<file path="config.mk">
export PLATFORM = sky130hd
export DESIGN_NAME = spec_retire_queue
export DESIGN_NICKNAME = d
export VERILOG_FILES = /design/src/rtl/spec_retire_queue.sv
export SDC_FILE = /design/constraint.sdc
export NUM_CORES = 1
export LEC_CHECK = 0
export BUFFER_PORTS_ARGS = -buffer_cell sky130_fd_sc_hd__clkbuf_2
export CORE_MARGIN = 4
export CORE_UTILIZATION = 35
export DETAILED_ROUTE_END_ITERATION = 12
export HOLD_SLACK_MARGIN = 0.08
export SETUP_SLACK_MARGIN = 0.1
export SLEW_MARGIN = 20
export SYNTH_ARGS = -nofsm -noshare
export SYNTH_HDL_FRONTEND = slang
export SYNTH_SLANG_ARGS = --single-unit
</file>
<file path="constraint.sdc">
create_clock -name clk -period 3.8 [get_ports clk]
set_input_delay 0.38 -clock clk [delete_from_list [all_inputs] [get_ports clk]]
set_output_delay 0.38 -clock clk [all_outputs]
set_load 0.005 [all_outputs]
</file>
<file path="src/rtl/spec_retire_queue.sv">
module spec_retire_queue #(
  parameter int IDX_W  = 4,
  parameter int DATA_W = 32,
  parameter int REG_W  = 5
) (
  input  logic              clk,
  input  logic              rst_n,
  input  logic              disp_valid,
  input  logic              disp_is_branch,
  input  logic              disp_writes,
  input  logic [REG_W-1:0]  disp_dest,
  output logic              disp_ready,
  output logic [IDX_W-1:0]  disp_tag,
  input  logic              cmp_valid,
  input  logic [IDX_W-1:0]  cmp_tag,
  input  logic [DATA_W-1:0] cmp_value,
  input  logic              br_valid,
  input  logic [IDX_W-1:0]  br_tag,
  input  logic              br_mispredict,
  output logic              commit_valid,
  output logic              commit_we,
  output logic [REG_W-1:0]  commit_dest,
  output logic [DATA_W-1:0] commit_value,
  output logic              flush_valid,
  output logic [IDX_W-1:0]  flush_tag
);
  localparam int DEPTH = 1 << IDX_W;
  localparam int PTR_W = IDX_W + 1;

  logic [PTR_W-1:0]  head_q, tail_q;
  logic [DEPTH-1:0]  live_q, done_q, isbr_q, we_q;
  logic [DEPTH-1:0]  live_d, done_d, younger;
  logic [REG_W-1:0]  dest_q [DEPTH];
  logic [DATA_W-1:0] val_q  [DEPTH];

  logic [PTR_W-1:0] count;
  logic [IDX_W-1:0] head_idx, tail_idx, br_off;
  logic retire, br_hit, cmp_hit, disp_fire;

  assign count     = tail_q - head_q;
  assign head_idx  = head_q[IDX_W-1:0];
  assign tail_idx  = tail_q[IDX_W-1:0];
  assign br_off    = br_tag - head_idx;
  assign retire    = live_q[head_idx] & done_q[head_idx];
  assign br_hit    = br_valid & live_q[br_tag] & isbr_q[br_tag] & ~done_q[br_tag];
  assign cmp_hit   = cmp_valid & live_q[cmp_tag] & ~isbr_q[cmp_tag];

  assign flush_valid = br_hit & br_mispredict;
  assign flush_tag   = br_tag;
  assign disp_ready  = (count != PTR_W'(DEPTH)) & ~flush_valid;
  assign disp_fire   = disp_valid & disp_ready;
  assign disp_tag    = tail_idx;

  assign commit_valid = retire;
  assign commit_we    = retire & we_q[head_idx] & ~isbr_q[head_idx];
  assign commit_dest  = dest_q[head_idx];
  assign commit_value = val_q[head_idx];

  for (genvar i = 0; i < DEPTH; i++) begin : g_age
    assign younger[i] = (IDX_W'(i) - head_idx) > br_off;
  end

  always_comb begin
    live_d = live_q;
    done_d = done_q;
    if (retire) live_d[head_idx] = 1'b0;
    if (cmp_hit) done_d[cmp_tag] = 1'b1;
    if (br_hit) done_d[br_tag] = 1'b1;
    if (flush_valid) live_d = live_d & ~younger;
    if (disp_fire) begin
      live_d[tail_idx] = 1'b1;
      done_d[tail_idx] = 1'b0;
    end
  end

  always_ff @(posedge clk) begin
    if (!rst_n) begin
      head_q <= '0;
      tail_q <= '0;
      live_q <= '0;
      done_q <= '0;
    end else begin
      live_q <= live_d;
      done_q <= done_d;
      if (retire) head_q <= head_q + 1'b1;
      if (flush_valid) tail_q <= head_q + PTR_W'(br_off) + 1'b1;
      else if (disp_fire) tail_q <= tail_q + 1'b1;
    end
  end

  always_ff @(posedge clk) begin
    if (cmp_hit) val_q[cmp_tag] <= cmp_value;
    if (disp_fire) begin
      isbr_q[tail_idx] <= disp_is_branch;
      we_q[tail_idx]   <= disp_writes & ~disp_is_branch;
      dest_q[tail_idx] <= disp_dest;
    end
  end

  assert_no_overflow_R3: assert property (@(posedge clk) disable iff (!rst_n)
    count <= PTR_W'(DEPTH));

  assert_flush_rewind_R7: assert property (@(posedge clk) disable iff (!rst_n)
    flush_valid |=> tail_idx == $past(br_tag) + IDX_W'(1));

  assert_one_retire_R4: assert property (@(posedge clk) disable iff (!rst_n)
    commit_valid |=> head_q == $past(head_q) + PTR_W'(1));

  assert_commit_nonempty_R4: assert property (@(posedge clk) disable iff (!rst_n)
    commit_valid |-> count != '0);

  assert_flush_blocks_R7: assert property (@(posedge clk) disable iff (!rst_n)
    flush_valid |=> $past(tail_q) != tail_q || $past(count) == '0 || $past(br_off) == $past(count) - PTR_W'(1));
endmodule

</file>
==> impl_metrics.json <==
{
  "cts_sinks": 670,
  "switchingPower_mw": 3.16,
  "synth_top_family_by_area": "multiplexers",
  "synth_edf_count": 624,
  "wl_per_cell_um": 25.9,
  "syn_inst": 1432,
  "core_um2": 78000,
  "cts-resized-gates": 0,
  "yosysSeqAreaShare_pct": 71.0,
  "synth_cell_types": 63,
  "grt_pass1_wl_um": 101000,
  "overflow": 0,
  "drive_gt1_share_pct": 29.9,
  "synthArstFlopShare_pct": 0,
  "synth_top_flop_cell": "edfxtp_1",
  "ys_warn_count": 0,
  "synth_compound_area_share_pct": 3.61,
  "ir_drop_uv": 385,
  "critPathCaptureType": "output pin",
  "io_buffers": 101,
  "fp.dieArea_um2": 83700,
  "rows": 102,
  "drt_iter0_markers": 1262,
  "nets": 1673,
  "post-route-min-period_ns": 3.45,
  "drv_slew": 0,
  "hp-class": "in2reg",
  "io_pins": 102,
  "drv_cap": 0,
  "clk_latency_ns": 0.62,
  "seqPwrFrac_pct": 53.1,
  "p_per_area_nw_per_um2": 477,
  "rsz0062_at_grt": "false",
  "synth_xor_xnor_area_share_pct": 0.822,
  "dpl_cell_area_um2": 29800,
  "fin_setup_tns_ns": 0,
  "mappedNetlistArea_um2": 27700,
  "worst_pin_slew_ns": 0.989,
  "hold_slack_ns": 0.180,
  "grt_max_degree": 87,
  "ant_nets": 0,
  "grt_usage_pct": 16.5,
  "synth.area.mux_share_pct": 16.2,
  "root_buffer": "clkbuf_16",
  "cp_max_fo": 20,
  "syn_area_per_cell_um2": 19.3,
  "critPathBufInv": 3,
  "post-route-util_pct": 41.2,
  "hold_viol": 0,
  "num_vias": 14300,
  "antenna_found_initial": 6,
  "drc": 0,
  "finalClockSkew_ns": 0.0345,
  "p_comb_share_pct": 2.8,
  "cts_htree_levels": 3,
  "cts_hold_buf": 0,
  "clkPwrFrac_pct": 44.1,
  "grt_pass1_vias": 14900,
  "swShare_pct": 20.6,
  "syn_nets": 1535,
  "synth_fa_ha_area_share_pct": 2.38,
  "synth_top_cells_by_area": "edfxtp_1, mux4_2, dfxtp_1",
  "p_leak_nw": 10.2,
  "cts_tree": "yes",
  "die_x_um": 289,
  "nFillCells": 6946,
  "synth_top_area_share_pct": 67.7,
  "post-route-cell-area_um2": 32100,
  "status": "completed",
  "cp.required_ns": 3.42,
  "period_share_pct": 90.7,
  "place_inst": 2538,
  "numCtsBuffers": 70,
  "worstSetupPathType": "reg2out",
  "synthToLayoutAreaGrowth_pct": 15.9,
  "ys_ff_latch": 670,
  "dp_hpwl_um": 41900,
  "routabilityCongestion": 0.888,
  "critPathTopFamily": "compound AO/OA/AOI/OAI gates",
  "clock_path_buffers": 3,
  "max_stage_delay_ns": 0.57,
  "total_power_mw": 15.3,
  "max_slew_margin_pct": 34.1,
  "clk_pin_slew_ns": 0.06,
  "crit_slowest_cell": "a21o_1",
  "critPathLaunchType": "register",
  "dpl_worst_slack_ns": 0.290,
  "crit_arrival_ns": 3.07,
  "yosysTopAreaCell": "edfxtp_1",
  "p_int_mw": 12.1,
  "setup_slack_ns": 0.353,
  "dr.pass1.iters": 5,
  "cp_cell_sequence": "clkinv_1, buf_4, mux4_2, o22ai_1, a21o_1, clkbuf_2",
  "setup_violations": 0,
  "post_cts.repair.setup_buffers": 0,
  "instances_no_fill": 2665,
  "dieHeight_um": 289,
  "routed_wl_um": 69000,
  "synth_simple_gate_area_share_pct": 4.18,
  "via_per_inst": 5.36,
  "fmax_mhz": 290,
  "initial_core_util_pct": 35.5
}
==> worst paths after layout <==
kind                                   start            to  slack (ns)  cells after the start
worst max-delay path               head_q[1]  commit_valid        0.35                      6
worst min-delay path            cmp_value[0]  val_q[13][0]        0.18                      1
worst max register to register     head_q[1]  dest_q[7][1]        0.49                      9
worst min register to register    live_q[14]    live_q[14]        0.55                      2
==> power groups by stage <==
| stage | Clock, mW | Combinational, mW | Sequential [mW] |
|---|---|---|---|
| global route | 7.23 | 0.476 | 8.12 |
| floorplan | 0 | 0.212 | 8.27 |
| detailed placement | 0 | 0.433 | 8.28 |
| finish | 6.74 | 0.433 | 8.12 |
| CTS | 6.91 | 0.435 | 8.12 |
| global placement | 0 | 0.420 | 8.28 |
==> sequential cells by signal, summed over array words and instances, names as in the netlist, named ones only <==
| name | count |
|---|---|
| val_q | 512 |
| dest_q | 80 |
| done_q | 16 |
| isbr_q | 16 |
| live_q | 16 |
| we_q | 16 |
| head_q | 5 |
| tail_q | 5 |
==> cell usage in the layout (no fill, tap or decap), types with 12 or more instances in the layout <==
cell	n
nand2_1	41
clkbuf_2	101
o21ai_0	24
ha_1	47
nor2b_1	18
and2_1	15
buf_12	20
clkbuf_16	71
dfxtp_1	42
o22ai_1	16
mux4_2	197
nor2_1	40
inv_1	31
a21oi_1	33
clkinv_2	12
xnor2_1	15
nand3_1	43
edfxtp_1	624
buf_4	25
a211oi_1	13
==> cells in the mapped netlist (12+ instances only) <==
| cell | n |
|---|---|
| nor2b_1 | 19 |
| nand2_1 | 41 |
| ha_1 | 47 |
| o22ai_1 | 16 |
| edfxtp_1 | 624 |
| xnor2_1 | 15 |
| buf_1 | 26 |
| inv_1 | 31 |
| o21ai_0 | 24 |
| mux4_2 | 197 |
| nand3_1 | 43 |
| dfxtp_1 | 46 |
| clkbuf_1 | 34 |
| nor2_1 | 46 |
| and2_1 | 15 |
| and3_1 | 12 |
| a21oi_1 | 33 |
| a211oi_1 | 13 |
==> logic make-up (layout without fill, tap and decap cells) <==
kind of cell,count (synthesis),count (layout)
flip-flops,670,670
AND/OR/NAND/NOR,221,221
multiplexers,202,202
AO/OA/AOI/OAI,147,147
buffers and inverters,115,305
adder cells (fa/ha/maj),51,51
XOR/XNOR,26,26
other,0,3
==> cell type report <==
class | count | area [um^2] | area share (%)
inverters | 35 | 131 | 0.409
clock buffers | 83 | 1840 | 5.74
flip-flops and latches | 670 | 19700 | 61.3
well taps | 1040 | 1300 | 4.05
clock inverters | 41 | 434 | 1.35
multi-input cells | 647 | 7610 | 23.7
repair buffers | 146 | 1090 | 3.41
diodes | 3 | 7.51 | 0.0234
==> routing by layer <==
layer	wire, um	vias to the layer above	track usage, %
li1	-	6186	-
met1	28700	7521	22.2
met2	34100	469	27.4
met3	4700	107	4.05
met4	1420	6	3.91
met5	37	-	0
Power figures use the tool's default switching activity.
